$ cat config.mk
export PLATFORM = sky130hd
export DESIGN_NAME = uart_dualbuf
export DESIGN_NICKNAME = d
export VERILOG_FILES = /design/src/rtl/uart_dualbuf_pkg.sv /design/src/rtl/ub_buffer.sv /design/src/rtl/ub_tx_engine.sv /design/src/rtl/ub_rx_engine.sv /design/src/rtl/uart_dualbuf.sv
export SDC_FILE = /design/constraint.sdc
export NUM_CORES = 1
export LEC_CHECK = 0
export BUFFER_PORTS_ARGS = -buffer_cell sky130_fd_sc_hd__buf_2
export CAP_MARGIN = 5
export CORE_UTILIZATION = 50
export CTS_CLUSTER_DIAMETER = 50
export DETAILED_ROUTE_END_ITERATION = 10
export GPL_TIMING_DRIVEN = 0
export MAX_ROUTING_LAYER = met4
export PLACE_DENSITY = 0.73
export SYNTH_ARGS = -nofsm -noshare
export SYNTH_HDL_FRONTEND = slang
export SYNTH_HIERARCHICAL = 1
export SYNTH_SLANG_ARGS = --single-unit
$ cat constraint.sdc
create_clock -name clk -period 5 [get_ports clk]
set_clock_uncertainty 0.1 [all_clocks]
set_input_delay 0.5 -clock clk [delete_from_list [all_inputs] [get_ports clk]]
set_output_delay 0.5 -clock clk [all_outputs]
set_load 0.02 [all_outputs]
$ cat src/rtl/uart_dualbuf_pkg.sv
// Package: shared constants and types for the serial transceiver.
// Assumes a 4-bit byte address with 32-bit words at fixed offsets.
package uart_dualbuf_pkg;

    localparam int ADDR_W = 4;

    localparam logic [ADDR_W-1:0] OFS_DATA = 4'h0;
    localparam logic [ADDR_W-1:0] OFS_CTRL = 4'h4;
    localparam logic [ADDR_W-1:0] OFS_FILL = 4'h8;
    localparam logic [ADDR_W-1:0] OFS_DIV  = 4'hC;

    // control word bit positions
    localparam int CB_RX_EN   = 0;
    localparam int CB_RX_FIFO = 1;
    localparam int CB_RX_RST  = 2;
    localparam int CB_TX_EN   = 16;
    localparam int CB_TX_FIFO = 17;
    localparam int CB_TX_RST  = 18;

    // status word bit positions
    localparam int SB_RX_EMPTY = 0;
    localparam int SB_RX_FULL  = 1;
    localparam int SB_RX_READY = 2;
    localparam int SB_RX_OVR   = 3;
    localparam int SB_RX_IRQ   = 4;
    localparam int SB_RX_FIFO  = 5;
    localparam int SB_RX_EN    = 6;
    localparam int SB_RX_RST   = 7;
    localparam int SB_TX_EMPTY = 16;
    localparam int SB_TX_FULL  = 17;
    localparam int SB_TX_BUSY  = 18;
    localparam int SB_TX_LOAD  = 19;
    localparam int SB_TX_OVR   = 20;
    localparam int SB_TX_IRQ   = 21;
    localparam int SB_TX_FIFO  = 22;
    localparam int SB_TX_EN    = 23;
    localparam int SB_TX_RST   = 24;

    localparam int FRAME_DATA_BITS = 8;

    typedef enum logic [1:0] {
        RXS_IDLE,
        RXS_START,
        RXS_DATA,
        RXS_STOP
    } rx_state_t;

endpackage

$ cat src/rtl/ub_buffer.sv
// Module: byte buffer that is either a ring FIFO of DEPTH entries or a
// single holding register, selected at run time by fifo_en.
// Assumes DEPTH is a power of two. A push and a pop in the same cycle
// are both honoured even when the buffer is full.
module ub_buffer #(
    parameter int DEPTH = 16,
    parameter int WIDTH = 8,
    localparam int AW = $clog2(DEPTH),
    localparam int CW = $clog2(DEPTH + 1)
) (
    input  logic             clk,
    input  logic             rst_n,
    input  logic             clr,
    input  logic             fifo_en,
    input  logic             push,
    input  logic [WIDTH-1:0] wdata,
    input  logic             pop,
    output logic [WIDTH-1:0] rdata,
    output logic [CW-1:0]    count,
    output logic             empty,
    output logic             full,
    output logic             drop
);

    logic [WIDTH-1:0] mem [DEPTH];
    logic [AW-1:0]    wr_ptr;
    logic [AW-1:0]    rd_ptr;
    logic             do_pop;
    logic             do_push;

    // capacity depends on mode: DEPTH entries or one entry
    always_comb begin
        empty   = (count == '0);
        full    = fifo_en ? (count == CW'(DEPTH)) : (count != '0);
        do_pop  = pop && !empty && !clr;
        do_push = push && !clr && (!full || do_pop);
        drop    = push && !clr && !do_push;
        rdata   = mem[rd_ptr];
    end

    // pointer and occupancy bookkeeping
    always_ff @(posedge clk) begin
        if (!rst_n || clr) begin
            wr_ptr <= '0;
            rd_ptr <= '0;
            count  <= '0;
        end else begin
            if (do_push) wr_ptr <= wr_ptr + AW'(1);
            if (do_pop)  rd_ptr <= rd_ptr + AW'(1);
            count <= count + CW'(do_push) - CW'(do_pop);
        end
    end

    // storage write, no reset needed on the data array
    always_ff @(posedge clk) begin
        if (do_push) mem[wr_ptr] <= wdata;
    end

endmodule

$ cat src/rtl/ub_tx_engine.sv
// Module: 8N1 serialiser. Takes one byte from its buffer when idle and
// enabled, then shifts start, eight data bits (LSB first) and stop, each
// held for `divisor` clock cycles. Assumes divisor >= 1.
module ub_tx_engine #(
    parameter int DIV_W = 16,
    localparam int FRAME_W = uart_dualbuf_pkg::FRAME_DATA_BITS + 2
) (
    input  logic             clk,
    input  logic             rst_n,
    input  logic             clr,
    input  logic             enable,
    input  logic [DIV_W-1:0] divisor,
    input  logic             have_data,
    input  logic [7:0]       byte_in,
    output logic             take,
    output logic             busy,
    output logic             line
);

    logic [FRAME_W-1:0] shreg;
    logic [3:0]         bitn;
    logic [DIV_W-1:0]   cnt;

    // start a frame only from idle with a byte waiting
    always_comb begin
        take = enable && !busy && have_data && !clr;
        line = busy ? shreg[0] : 1'b1;
    end

    // bit timing and shifting of the frame
    always_ff @(posedge clk) begin
        if (!rst_n || clr) begin
            busy  <= 1'b0;
            shreg <= '1;
            bitn  <= '0;
            cnt   <= '0;
        end else if (take) begin
            busy  <= 1'b1;
            shreg <= {1'b1, byte_in, 1'b0};
            bitn  <= '0;
            cnt   <= divisor - DIV_W'(1);
        end else if (busy) begin
            if (cnt == '0) begin
                if (bitn == 4'(FRAME_W - 1)) begin
                    busy <= 1'b0;
                end else begin
                    shreg <= {1'b1, shreg[FRAME_W-1:1]};
                    bitn  <= bitn + 4'd1;
                    cnt   <= divisor - DIV_W'(1);
                end
            end else begin
                cnt <= cnt - DIV_W'(1);
            end
        end
    end

endmodule

$ cat src/rtl/ub_rx_engine.sv
// Module: 8N1 deserialiser with a two-flop input synchroniser. Detects a
// falling edge, confirms the start bit half a bit later, then samples
// each data bit one divisor apart. A byte is presented for one cycle on
// valid if the stop bit reads high. Assumes divisor >= 4.
module ub_rx_engine #(
    parameter int DIV_W = 16
) (
    input  logic             clk,
    input  logic             rst_n,
    input  logic             clr,
    input  logic             enable,
    input  logic [DIV_W-1:0] divisor,
    input  logic             line_async,
    output logic             valid,
    output logic [7:0]       byte_out
);
    import uart_dualbuf_pkg::*;

    rx_state_t        state;
    logic [1:0]       sync;
    logic [DIV_W-1:0] cnt;
    logic [2:0]       bitn;
    logic             smp;

    assign smp = sync[1];

    // bring the asynchronous line into the clock domain
    always_ff @(posedge clk) begin
        if (!rst_n) sync <= 2'b11;
        else        sync <= {sync[0], line_async};
    end

    // frame recovery state machine
    always_ff @(posedge clk) begin
        if (!rst_n || clr) begin
            state    <= RXS_IDLE;
            cnt      <= '0;
            bitn     <= '0;
            byte_out <= '0;
            valid    <= 1'b0;
        end else begin
            valid <= 1'b0;
            case (state)
                RXS_IDLE: begin
                    if (enable && !smp) begin
                        state <= RXS_START;
                        cnt   <= (divisor >> 1) - DIV_W'(1);
                    end
                end
                RXS_START: begin
                    if (cnt == '0) begin
                        if (!smp) begin
                            state <= RXS_DATA;
                            bitn  <= '0;
                            cnt   <= divisor - DIV_W'(1);
                        end else begin
                            state <= RXS_IDLE;
                        end
                    end else begin
                        cnt <= cnt - DIV_W'(1);
                    end
                end
                RXS_DATA: begin
                    if (cnt == '0) begin
                        byte_out <= {smp, byte_out[7:1]};
                        cnt      <= divisor - DIV_W'(1);
                        if (bitn == 3'd7) state <= RXS_STOP;
                        else              bitn  <= bitn + 3'd1;
                    end else begin
                        cnt <= cnt - DIV_W'(1);
                    end
                end
                default: begin
                    if (cnt == '0) begin
                        valid <= smp;
                        state <= RXS_IDLE;
                    end else begin
                        cnt <= cnt - DIV_W'(1);
                    end
                end
            endcase
        end
    end

endmodule

$ cat src/rtl/uart_dualbuf.sv
// Module: memory-mapped 8N1 transceiver top. Decodes four word offsets,
// holds control and divisor registers, tracks sticky overrun flags and
// builds status, fill and interrupt outputs. Assumes one bus access per
// cycle; bus_rdata is combinational from bus_addr, and a read strobe at
// the data offset removes one received byte at the clock edge.
module uart_dualbuf #(
    parameter int          DEPTH     = 16,
    parameter int          DIV_W     = 16,
    parameter int          DIV_RESET = 16,
    parameter logic [31:0] SYSCLK_HZ = 32'd100_000_000,
    localparam int         CW        = $clog2(DEPTH + 1)
) (
    input  logic        clk,
    input  logic        rst_n,
    input  logic        bus_sel,
    input  logic        bus_we,
    input  logic [3:0]  bus_addr,
    input  logic [31:0] bus_wdata,
    output logic [31:0] bus_rdata,
    input  logic        rx_line,
    output logic        tx_line,
    output logic        irq_rx,
    output logic        irq_tx
);
    import uart_dualbuf_pkg::*;

    logic ctl_rx_en, ctl_rx_fifo, ctl_rx_rst;
    logic ctl_tx_en, ctl_tx_fifo, ctl_tx_rst;
    logic [DIV_W-1:0] tx_div, rx_div;
    logic tx_ovr, rx_ovr;

    logic wr_data, wr_ctrl, wr_div, rd_data;
    logic tx_push, tx_take, tx_busy, tx_empty, tx_full, tx_drop;
    logic rx_valid, rx_empty, rx_full, rx_drop;
    logic [7:0] tx_head, rx_head, rx_byte;
    logic [CW-1:0] tx_cnt, rx_cnt;
    logic [31:0] status_w, fill_w;

    // bus strobe decode
    always_comb begin
        wr_data = bus_sel && bus_we  && (bus_addr == OFS_DATA);
        wr_ctrl = bus_sel && bus_we  && (bus_addr == OFS_CTRL);
        wr_div  = bus_sel && bus_we  && (bus_addr == OFS_DIV);
        rd_data = bus_sel && !bus_we && (bus_addr == OFS_DATA);
        tx_push = wr_data && !ctl_tx_rst;
    end

    // control and divisor registers
    always_ff @(posedge clk) begin
        if (!rst_n) begin
            {ctl_rx_en, ctl_rx_fifo, ctl_rx_rst} <= '0;
            {ctl_tx_en, ctl_tx_fifo, ctl_tx_rst} <= '0;
            tx_div <= DIV_W'(DIV_RESET);
            rx_div <= DIV_W'(DIV_RESET);
        end else begin
            if (wr_ctrl) begin
                ctl_rx_en   <= bus_wdata[CB_RX_EN];
                ctl_rx_fifo <= bus_wdata[CB_RX_FIFO];
                ctl_rx_rst  <= bus_wdata[CB_RX_RST];
                ctl_tx_en   <= bus_wdata[CB_TX_EN];
                ctl_tx_fifo <= bus_wdata[CB_TX_FIFO];
                ctl_tx_rst  <= bus_wdata[CB_TX_RST];
            end
            if (wr_div) begin
                tx_div <= bus_wdata[16 +: DIV_W];
                rx_div <= bus_wdata[0 +: DIV_W];
            end
        end
    end

    // sticky overrun flags, cleared by the direction reset
    always_ff @(posedge clk) begin
        if (!rst_n) begin
            tx_ovr <= 1'b0;
            rx_ovr <= 1'b0;
        end else begin
            if (ctl_tx_rst)   tx_ovr <= 1'b0;
            else if (tx_drop) tx_ovr <= 1'b1;
            if (ctl_rx_rst)   rx_ovr <= 1'b0;
            else if (rx_drop) rx_ovr <= 1'b1;
        end
    end

    ub_buffer #(.DEPTH(DEPTH), .WIDTH(8)) u_tx_buf (
        .clk(clk), .rst_n(rst_n), .clr(ctl_tx_rst), .fifo_en(ctl_tx_fifo),
        .push(tx_push), .wdata(bus_wdata[7:0]), .pop(tx_take),
        .rdata(tx_head), .count(tx_cnt), .empty(tx_empty), .full(tx_full),
        .drop(tx_drop)
    );

    ub_tx_engine #(.DIV_W(DIV_W)) u_tx_eng (
        .clk(clk), .rst_n(rst_n), .clr(ctl_tx_rst), .enable(ctl_tx_en),
        .divisor(tx_div), .have_data(!tx_empty), .byte_in(tx_head),
        .take(tx_take), .busy(tx_busy), .line(tx_line)
    );

    ub_rx_engine #(.DIV_W(DIV_W)) u_rx_eng (
        .clk(clk), .rst_n(rst_n), .clr(ctl_rx_rst), .enable(ctl_rx_en),
        .divisor(rx_div), .line_async(rx_line), .valid(rx_valid),
        .byte_out(rx_byte)
    );

    ub_buffer #(.DEPTH(DEPTH), .WIDTH(8)) u_rx_buf (
        .clk(clk), .rst_n(rst_n), .clr(ctl_rx_rst), .fifo_en(ctl_rx_fifo),
        .push(rx_valid), .wdata(rx_byte), .pop(rd_data),
        .rdata(rx_head), .count(rx_cnt), .empty(rx_empty), .full(rx_full),
        .drop(rx_drop)
    );

    // interrupt levels per direction
    always_comb begin
        irq_rx = ctl_rx_en && (!rx_empty || rx_ovr);
        irq_tx = ctl_tx_en && (tx_empty || tx_ovr);
    end

    // status and fill word assembly
    always_comb begin
        status_w              = '0;
        status_w[SB_RX_EMPTY] = rx_empty;
        status_w[SB_RX_FULL]  = rx_full;
        status_w[SB_RX_READY] = !rx_empty;
        status_w[SB_RX_OVR]   = rx_ovr;
        status_w[SB_RX_IRQ]   = irq_rx;
        status_w[SB_RX_FIFO]  = ctl_rx_fifo;
        status_w[SB_RX_EN]    = ctl_rx_en;
        status_w[SB_RX_RST]   = ctl_rx_rst;
        status_w[SB_TX_EMPTY] = tx_empty;
        status_w[SB_TX_FULL]  = tx_full;
        status_w[SB_TX_BUSY]  = tx_busy;
        status_w[SB_TX_LOAD]  = !tx_empty;
        status_w[SB_TX_OVR]   = tx_ovr;
        status_w[SB_TX_IRQ]   = irq_tx;
        status_w[SB_TX_FIFO]  = ctl_tx_fifo;
        status_w[SB_TX_EN]    = ctl_tx_en;
        status_w[SB_TX_RST]   = ctl_tx_rst;
        fill_w                = '0;
        fill_w[0 +: CW]       = rx_cnt;
        fill_w[16 +: CW]      = tx_cnt;
    end

    // read data multiplexer
    always_comb begin
        case (bus_addr)
            OFS_DATA: bus_rdata = rx_empty ? 32'd0 : {24'd0, rx_head};
            OFS_CTRL: bus_rdata = status_w;
            OFS_FILL: bus_rdata = fill_w;
            OFS_DIV:  bus_rdata = SYSCLK_HZ;
            default:  bus_rdata = 32'd0;
        endcase
    end

endmodule

# After elaboration in Yosys (flattened, before gate mapping)
# Memories as Yosys holds them, arrays and structs flattened. A register that Yosys moved wholly into a read port is not among the register bits.
# Cells that the tools add are included.
# totals
register_bits	128
latchBits	0
ram_bits	256
mem_bits_ro	0
inputBits	41
output_inout_bits	35
elab_cells	172
memories	2
# classes
n_addsub	15
multipliers	0
div	0
n_lt_le_gt_ge	0
n_eq_ne	19
shift	0
mux	43
n_bitwise	3
n_reduce_logical	64
# mem_list
memory	words	word_bits	rd	rd_clocked_by_memory_dff	write_ports	line_no	source
u_rx_buf.mem	16	8	1	1	1	ub_buffer.sv:25	logic [WIDTH-1:0] mem [DEPTH];
u_tx_buf.mem	16	8	1	1	1	ub_buffer.sv:25	
# op_table
operator	count
2-to-1 mux 16 bit	9
case mux 27 bit (4 select lines)	1
subtractor 16 x 1 -> 16 bit, second input constant	4
case mux 16 bit (3 select lines)	1
2-to-1 mux 9 bit	4
logical NOT 16 bit	2
logical AND 1 bit	23
adder 4 x 1 -> 4 bit, second input constant	5
2-to-1 mux 4 bit	4
subtractor 15 x 1 -> 16 bit, second input constant	1
equality test 4 bit, second input constant	3
logical NOT 1 bit	12
2-to-1 mux 2 bit	6
2-to-1 mux 3 bit	4
2-to-1 mux 1 bit	11
adder 5 x 1 -> 5 bit	2
equality test 5 bit, second input constant	2
logical NOT 5 bit	2
AND reduction 5 bit	2
nonzero test 5 bit	2
subtractor 5 x 1 -> 5 bit	2
AND reduction 3 bit	3
2-to-1 mux 8 bit	1
inequality test 2 x 1 -> 1 bit, second input constant	4
18 further kinds	34

# Longest topological paths before layout
# Gate-level depths: netlist of run 1.
# depth
word_depth	10
ltp_mapped	22
ltp_nobuf	19

# Cells and area by module
# The synthesis of run 1 kept the hierarchy.
# modules_own_cells
mod	n_inst	cells_per_inst	area_each_um2	seq_area_each_um2
ub_buffer	2	320	5810.6	4184.0
ub_rx_engine	1	369	2735.1	640.6
uart_dualbuf	1	248	2065.7	800.8
ub_tx_engine	1	249	2042.0	600.6

# Least setup slack after synthesis of run 1
# No wires, ideal clock.
# synth_timing
path_type	reg2reg
start	reg u_tx_buf.count[3]
end	reg u_tx_buf.count[4]
setup_time_ps	130
arrival_ps	3702
path_slack_ps	1068
path_stages_with_launch	23
path_buffers	3
cell_sequence	dfxtp_1 -> inv_1 -> ha_1 -> nor4b_4 -> inv_1 -> nand4bb_1 -> clkbuf_1 -> inv_1 -> clkbuf_1 -> and2b_2 -> a211oi_2 -> nor2_1 -> buf_2 -> inv_1 -> ha_1 -> inv_1 -> ha_1 -> inv_1 -> fa_1 -> nand2b_1 -> a21oi_1 -> o21ai_0 -> nor3b_1
# synth_via
elab_chain_cells	10
word_cells_on_any_way	14
# synth_rtl
item	line_no	source
start, declared	ub_buffer.sv:19	output logic [CW-1:0] count,
start signal, assigned	ub_buffer.sv:50	count <= count + CW'(do_push) - CW'(do_pop);
logical NOT 5 bit *	ub_buffer.sv:33	empty = (count == '0);
named net status_w[16]	uart_dualbuf.sv:37	logic [31:0] status_w, fill_w;
logical NOT 1 bit *	--	
named net status_w[19]	uart_dualbuf.sv:37	
logical AND 1 bit * (2 in a row)	ub_tx_engine.sv:26	take = enable && !busy && have_data && !clr;
named net tx_take	uart_dualbuf.sv:33	logic tx_push, tx_take, tx_busy, tx_empty, tx_full, tx_drop;
logical AND 1 bit * (2 in a row)	ub_buffer.sv:35	do_pop = pop && !empty && !clr;
logical OR 1 bit	ub_buffer.sv:36	do_push = push && !clr && (!full || do_pop);
logical AND 1 bit	ub_buffer.sv:36	
adder 5 x 1 -> 5 bit	ub_buffer.sv:50	
subtractor 5 x 1 -> 5 bit *	ub_buffer.sv:50	
# The timed path passes the listed nets; every way through them passes the cells marked *.
# A chain may end at the register's enable or synchronous reset.

# Final worst setup path of run 1
# layout_timing
start	reg u_tx_buf.count[2]
end	reg u_tx_buf.count[4]
# Same word-level chain as after synthesis.

==> results of run 1 <==
-- worst min path at each step --
stage               cells after the start             start  slack [ns]                to
floorplan                               1  u_rx_eng/sync[0]        0.29  u_rx_eng/sync[1]
finish                                  2           rx_line        0.02  u_rx_eng/sync[0]
CTS                                     2           rx_line       0.006  u_rx_eng/sync[0]
detailed placement                      1  u_rx_eng/sync[0]        0.31  u_rx_eng/sync[1]
global placement                        1  u_rx_eng/sync[0]        0.29  u_rx_eng/sync[1]
global route                            2           rx_line        0.01  u_rx_eng/sync[0]
-- final cells by class --
class / instances / area, um^2 / share of cell area, %
sequential: 392 / 10410 / 49.69
multi-input combinational: 980 / 7423 / 35.44
clock buffer: 51 / 1127 / 5.381
tap: 468 / 585.6 / 2.795
buffer: 96 / 524.3 / 2.503
timing repair buffer: 71 / 367.9 / 1.756
clock inverter: 30 / 331.6 / 1.583
inverter: 47 / 176.4 / 0.8421
antenna: 1 / 2.502 / 0.01195
-- state kept, by name (all words and copies together), names as in the netlist, 5 cells and up, named ones only --
| signal | cells |
|---|---|
| u_rx_eng/byte_out | 8 |
| u_rx_buf/mem | 128 |
| u_tx_eng/shreg | 9 |
| tx_div | 16 |
| u_rx_eng/cnt | 16 |
| u_rx_buf/count | 5 |
| u_tx_buf/count | 5 |
| u_tx_buf/mem | 128 |
| rx_div | 16 |
| u_tx_eng/cnt | 16 |
-- critical path, stage by stage, from the launching register on --
cell,delay [ns]
dfxtp_1,0.34
inv_1,0.09
ha_1,0.19
nor4b_4,0.31
inv_1,0.12
nand4bb_1,0.15
clkbuf_2,0.23
inv_1,0.13
clkbuf_1,0.27
and2b_2,0.29
a211oi_2,0.25
nor2_1,0.11
buf_2,0.19
inv_1,0.07
ha_1,0.21
inv_1,0.06
ha_1,0.16
inv_1,0.06
fa_1,0.39
nand2b_1,0.19
a21oi_1,0.22
o21ai_0,0.10
nor3b_1,0.15
-- repair_timing --
item | CTS | global route
buffers inserted | 0 | 1
setup endpoints to repair | 0 | 1
resized for setup | 0 | 2
-- power groups by stage --
| stage | clock (uW) | combinational, uW | sequential, uW |
|---|---|---|---|
| 2_1_floorplan | 0 | 493 | 3540 |
| 3_3_place_gp | 0 | 680 | 3550 |
| 3_5_place_dp | 0 | 688 | 3550 |
| 4_1_cts | 3280 | 693 | 3480 |
| 5_1_grt | 3400 | 770 | 3480 |
| 6_report | 3230 | 710 | 3480 |
-- cells in the final DEF, fill, tap and decap left out, types with 21 or more instances in the layout --
cell type	count
nor2_1	90
a22oi_1	40
dfxtp_1	136
a21oi_1	55
mux4_2	64
and3_1	22
xor2_1	23
xnor2_1	35
buf_2	85
clkbuf_1	52
clkbuf_16	44
nor2b_1	22
nor3_1	47
edfxtp_1	256
mux2i_1	50
nand3_1	21
o21ai_0	47
nand2_1	171
ha_1	38
inv_1	45
-- metrics by stage --
| stage | area, um^2 | worst slack [ns] | std cells | power, uW |
|---|---|---|---|---|
| final | 20950 | 0.4864 | 2136 | 7416 |
| after global routing | 20950 | 0.1972 | 2136 | 7653 |
| after CTS | 20910 | 0.1627 | 2131 | 7448 |
| after detailed placement | 19450 | 0.2108 | 2050 | 4234 |
| after global placement | 19400 | 0.3505 | 2047 | 4225 |
| after floorplan | 18500 | 1.068 | 1515 | 4033 |
-- layer usage --
| layer | up-vias | GRT usage (%) |
|---|---|---|
| met5 | - | - |
| met2 | 493 | 39.30 |
| met4 | 0 | 8.907 |
| li1 | 5887 | - |
| met1 | 6198 | 31.20 |
| met3 | 97 | 3.775 |
-- cells by family after synthesis --
family          count (synthesis)  synth area share, %
xor+xnor                       58                2.751
compound gates                242                8.972
other cells                     1              0.02031
fa+ha+maj                      40                2.792
mux                           116                10.66
flops                         392                56.38
buf+inv                       143                3.788
simple gates                  514                14.64
==> summary.txt, run 1 <==
Run status
  • Outcome: complete, but fails checks
  • Failing checks: design-rule violations

STA
  • Endpoints failing setup: 0
  • Worst-margin pin slew: 1.237 ns
  • Final hold vios: 0
  • Setup TNS: 0 ns
  • Slew Limit Fails: 0
  • Fin Hold WS: 0.01818 ns
  • Unrepaired setup endpoints after global routing: false
  • Worst slew margin: 16.90%
  • Fmax: 0.2216 GHz
  • Final critical-path required period: 4.514 ns
  • Final period utilization: 90.27%

Synth
  • Synthesized cell area: 18460 um^2
  • Top post-synthesis cells by area: edfxtp_1 42%, dfxtp_1 15%, mux4_2 7.8%, nand2_1 3.5%, mux2i_1 2.7%
  • Most common cell in the synthesized netlist: edfxtp_1
  • EDFF count, synth: 256
  • Top cells by count, synth: 256 x edfxtp_1, 171 x nand2_1, 136 x dfxtp_1
  • Post-synth top area cell: edfxtp_1
  • Post-synth cell types: 93
  • Average size of a mapped cell: 12.26 um^2
  • Post-Synthesis Cells: 1506
  • FF+latch count, synth: 392
  • Fraction of registers with async set/reset: 0%
  • Dominant synthesized flop cell: edfxtp_1
  • Yosys warns: 6
  • Share of the synthesized area in the top cell type: 41.63%
  • Sequential share of the synthesized area: 56.38%

Critical path
  • Worst r2r dst: u_tx_buf/count[4]
  • Crit-path max FO: 11
  • Critical Path Sink: u_tx_buf/count[4]
  • CP Capture Type: register
  • Crit Reg-Reg Startpoint: u_tx_buf/count[2]
  • Worst setup SP type: register
  • Critical Path Source: u_tx_buf/count[2]
  • Worst Reg-to-Reg Cells: 22
  • WP data required: 5.32 ns
  • CP Class: reg2reg
  • Flop-to-flop setup slack: 0.49 ns
  • Worst Path Arrival: 4.83 ns

Routing
  • WL final: 44250 um
  • Routed met1 length: 18740 um
  • DR iter-0 viols: 1296
  • Top sig layer: met4
  • Total number of vias: 12680
  • Via density: 5.934
  • WL met2: 21190 um
  • Average wire per standard cell: 20.72 um
  • Antenna Nets Post-Route: 0
  • DRC viols: 1
  • Met3 wire length: 2807 um
  • DR pass1 iterations: 8

Power and ir drop
  • Switching Share: 25.05%
  • Combinational Power Share: 9.6%
  • Net Switching: 1858 uW
  • Int Pwr: 5558 uW
  • Flop pwr share: 46.9%
  • Clock Power Share: 43.5%
  • Power per Cell Area: 354.0 nW/um^2
  • Lkg Pwr: 0.007409 uW
  • VDD IR-drop max: 333.4 uV

Layout
  • Fillers: 2917
  • Syn-to-layout area delta: 13.46%
  • Final core occ: 57.50%
  • Layout Nets: 1713
  • Layout cell share with drive strength beyond 1: 17.70%

Clock tree
  • Reg clk slew, reported paths: 0.06 ns
  • Root Driver: clkbuf_16
  • CTS Sinks: 392
  • CTS Hold Bufs: 0
  • Max clock buf depth: 3
  • Cts bufs inserted: 44
  • Clk Latency, worst-skew pair: 0.57 ns
  • H-tree depth: 2
  • CTS tree: built

Global route
  • Total grt overflow: 0
  • Antenna violations before repair: 1
  • GRT Total Usage: 24.35%
  • Largest net degree at the start of global routing: 19
  • Global-route wire length before repair: 69250 um
  • Vias in the first global route: 12270

Placement
  • DP HPWL: 30170 um
  • Placer's final routability congestion estimate: 0.9117
  • Port-buffer cells: 64

Floorplanning
  • Die H: 194.2 um
  • Starting Density: 50.68%
  • I/O Pins: 76
  • Rows: 70
  • Die area: 37700 um^2
  • Core area: 36430 um^2
  • Die W: 194.2 um

Worst hold path
  • Hold Path Class: in2reg

Flow run
  • Max-cap violations: 0
(Power assumes the default switching activity.)
==> run 2, diff against run 1 <==
--- a/config.mk
+++ b/config.mk
@@ -7,12 +7,14 @@
 export LEC_CHECK = 0
 export BUFFER_PORTS_ARGS = -buffer_cell sky130_fd_sc_hd__buf_2
 export CAP_MARGIN = 5
-export CORE_UTILIZATION = 50
+export CELL_PAD_IN_SITES_DETAIL_PLACEMENT = 0
+export CELL_PAD_IN_SITES_GLOBAL_PLACEMENT = 2
+export CORE_UTILIZATION = 43
 export CTS_CLUSTER_DIAMETER = 50
 export DETAILED_ROUTE_END_ITERATION = 10
 export GPL_TIMING_DRIVEN = 0
 export MAX_ROUTING_LAYER = met4
-export PLACE_DENSITY = 0.73
+export PLACE_DENSITY = 0.85
 export SYNTH_ARGS = -nofsm -noshare
 export SYNTH_HDL_FRONTEND = slang
 export SYNTH_HIERARCHICAL = 1
==> run 2 against run 1 <==
  * The run now ends clean
  * Highest routed layer unchanged
  * Routed wire length up 3.8%
  * Register-to-register slack better by 0.09 ns
  * Non-clock buffer count up 2
  * Cell count up 3.7%
  * Critical path type unchanged
  * Global-route usage down 2.4 points
  * Core utilization down 7.0 points
  * Cell area up 1.6%
  * First-iteration DRC count down 29%
  * Via count down 1.9%
  * Total power up 5.4%
  * Sequential share of layout area down 0.79 points
==> summary.txt, run 2 (synthesis results as in run 1) <==
Critical path
  • WP data required: 5.35 ns
  • CP Class: reg2reg
  • CP Capture Type: register
  • Worst Reg-to-Reg Cells: 20
  • Crit-path max FO: 14
  • Worst Path Arrival: 4.77 ns
  • Worst setup SP type: register

Run status
  • Outcome: complete, no violations

Floorplanning
  • Core area: 42130 um^2
  • Die H: 209.2 um
  • Die area: 43770 um^2
  • Die W: 209.2 um
  • I/O Pins: 76
  • Starting Density: 43.82%
  • Rows: 75

STA
  • Fmax: 0.2260 GHz
  • Endpoints failing setup: 0
  • Fin Hold WS: 0.06581 ns
  • Slew Limit Fails: 0
  • Final critical-path required period: 4.426 ns
  • Worst slew margin: 14.10%
  • Final period utilization: 88.51%
  • Worst-margin pin slew: 1.279 ns
  • Final hold vios: 0
  • Unrepaired setup endpoints after global routing: false

Placement
  • Port-buffer cells: 64
  • DP HPWL: 32160 um
  • Placer's final routability congestion estimate: 0.8246
  • Placed insts: 2124

Flow run
  • Max-cap violations: 0

Layout
  • Top flop regs: u_rx_buf/mem (128), u_tx_buf/mem (128)
  • Layout cell share with drive strength beyond 1: 18.23%
  • Fillers: 3651
  • Syn-to-layout area delta: 15.29%
  • Leading cell type in the layout, fill and taps excluded: edfxtp_1
  • Layout Nets: 1717
  • Most frequent cells in the layout: 256 x edfxtp_1, 171 x nand2_1, 136 x dfxtp_1
  • Non-filler cells, final: 2215

Routing
  • Antenna Nets Post-Route: 0
  • DR pass1 iterations: 5
  • WL final: 45950 um
  • DRC viols: 0
  • Via density: 5.612
  • Average wire per standard cell: 20.74 um
  • Total number of vias: 12430
  • DR iter-0 viols: 925

Power and ir drop
  • Lkg Pwr: 0.007518 uW
  • Power per Cell Area: 367.3 nW/um^2
  • VDD IR-drop max: 331.9 uV

Worst hold path
  • Hold path cells: 3
  • Hold Path Class: in2reg

Clock tree
  • Clk Latency, worst-skew pair: 0.59 ns
  • CTS Sinks: 392
  • H-tree depth: 2
  • CTS tree: built
  • Root Driver: clkbuf_16
  • Cts bufs inserted: 46
  • Max clock buf depth: 3
  • Reg clk slew, reported paths: 0.06 ns

Global route
  • GRT Total Usage: 22.00%
  • Largest net degree at the start of global routing: 19
  • Global-route wire length before repair: 71640 um
  • Antenna violations before repair: 4
  • Vias in the first global route: 12250
  • Total grt overflow: 0
## run 2: what timing repair did
item	4_1_cts	5_1_grt
resized for setup	0	1
setup endpoints to repair	1	2
buffers inserted	0	2
endpoints found under the hold margin	1	0
hold buffers	1	0
## run 2: critical path, cell delays in order (launching register included)
cell and delay [ns]:
dfxtp_1 0.40, inv_1 0.08, ha_1 0.20, nor4b_4 0.15
inv_1 0.15, nand4bb_2 0.34, inv_1 0.55, and2b_2 0.26
a211oi_2 0.05, nor2_1 0.15, buf_2 0.22, inv_1 0.06
ha_1 0.26, inv_1 0.06, ha_1 0.17, inv_1 0.06
fa_1 0.39, nand2b_1 0.18, a21oi_1 0.20, o21ai_0 0.09
nor3b_1 0.14
## run 2: power by group
group / switching [uW] / total (uW) / leakage, uW / internal (uW)
combinational: 466 / 711 / 0.00328 / 245
clock: 1420 / 3630 / 0.000806 / 2210
sequential: 27.9 / 3480 / 0.00343 / 3450
total: 1910 / 7820 / 0.00752 / 5910
## run 2: stage by stage
stage	cell area [um^2]	util (%)	setup slack, ns	total power (uW)	TNS (ns)
2_1_floorplan	18500	-	1.068	4033	0
3_3_place_gp	19490	46.26	-0.02108	4244	-0.02108
3_5_place_dp	19560	46.42	-0.07302	4248	-0.07302
4_1_cts	21230	50.39	0.01147	7892	0
5_1_grt	21290	50.52	0.1384	8089	0
6_report	21290	50.52	0.5743	7819	0
## run 2: layout make-up
type | count | area [um^2] | share of cell area (%)
sequential | 392 | 10410 | 48.90
clock buffer | 55 | 1195 | 5.613
timing repair buffer | 75 | 402.9 | 1.893
buffer | 94 | 515.5 | 2.422
antenna | 3 | 7.507 | 0.03527
tap | 539 | 674.4 | 3.168
inverter | 47 | 176.4 | 0.8288
clock inverter | 30 | 471.7 | 2.216
multi-input combinational | 980 | 7433 | 34.92
## run 2: metal layers
| metal | track usage, % | up-vias | share of wire (%) |
|---|---|---|---|
| li1 | - | 5898 | - |
| met1 | 29.42 | 6148 | 45 |
| met2 | 34.76 | 339 | 48 |
| met3 | 4.088 | 45 | 5.7 |
| met4 | 5.172 | 0 | 1.3 |
| met5 | - | - | 0 |
## run 2: final timing paths
| path | startpoint | to | slack (ns) |
|---|---|---|---|
| setup / recovery | u_tx_buf/count[3] | u_tx_buf/count[4] | 0.57 |
| hold / removal | bus_wdata[29] | tx_div[13] | 0.07 |
| setup reg to reg | u_tx_buf/count[3] | u_tx_buf/count[4] | 0.57 |
| hold reg to reg | u_rx_eng/sync[0] | u_rx_eng/sync[1] | 0.30 |
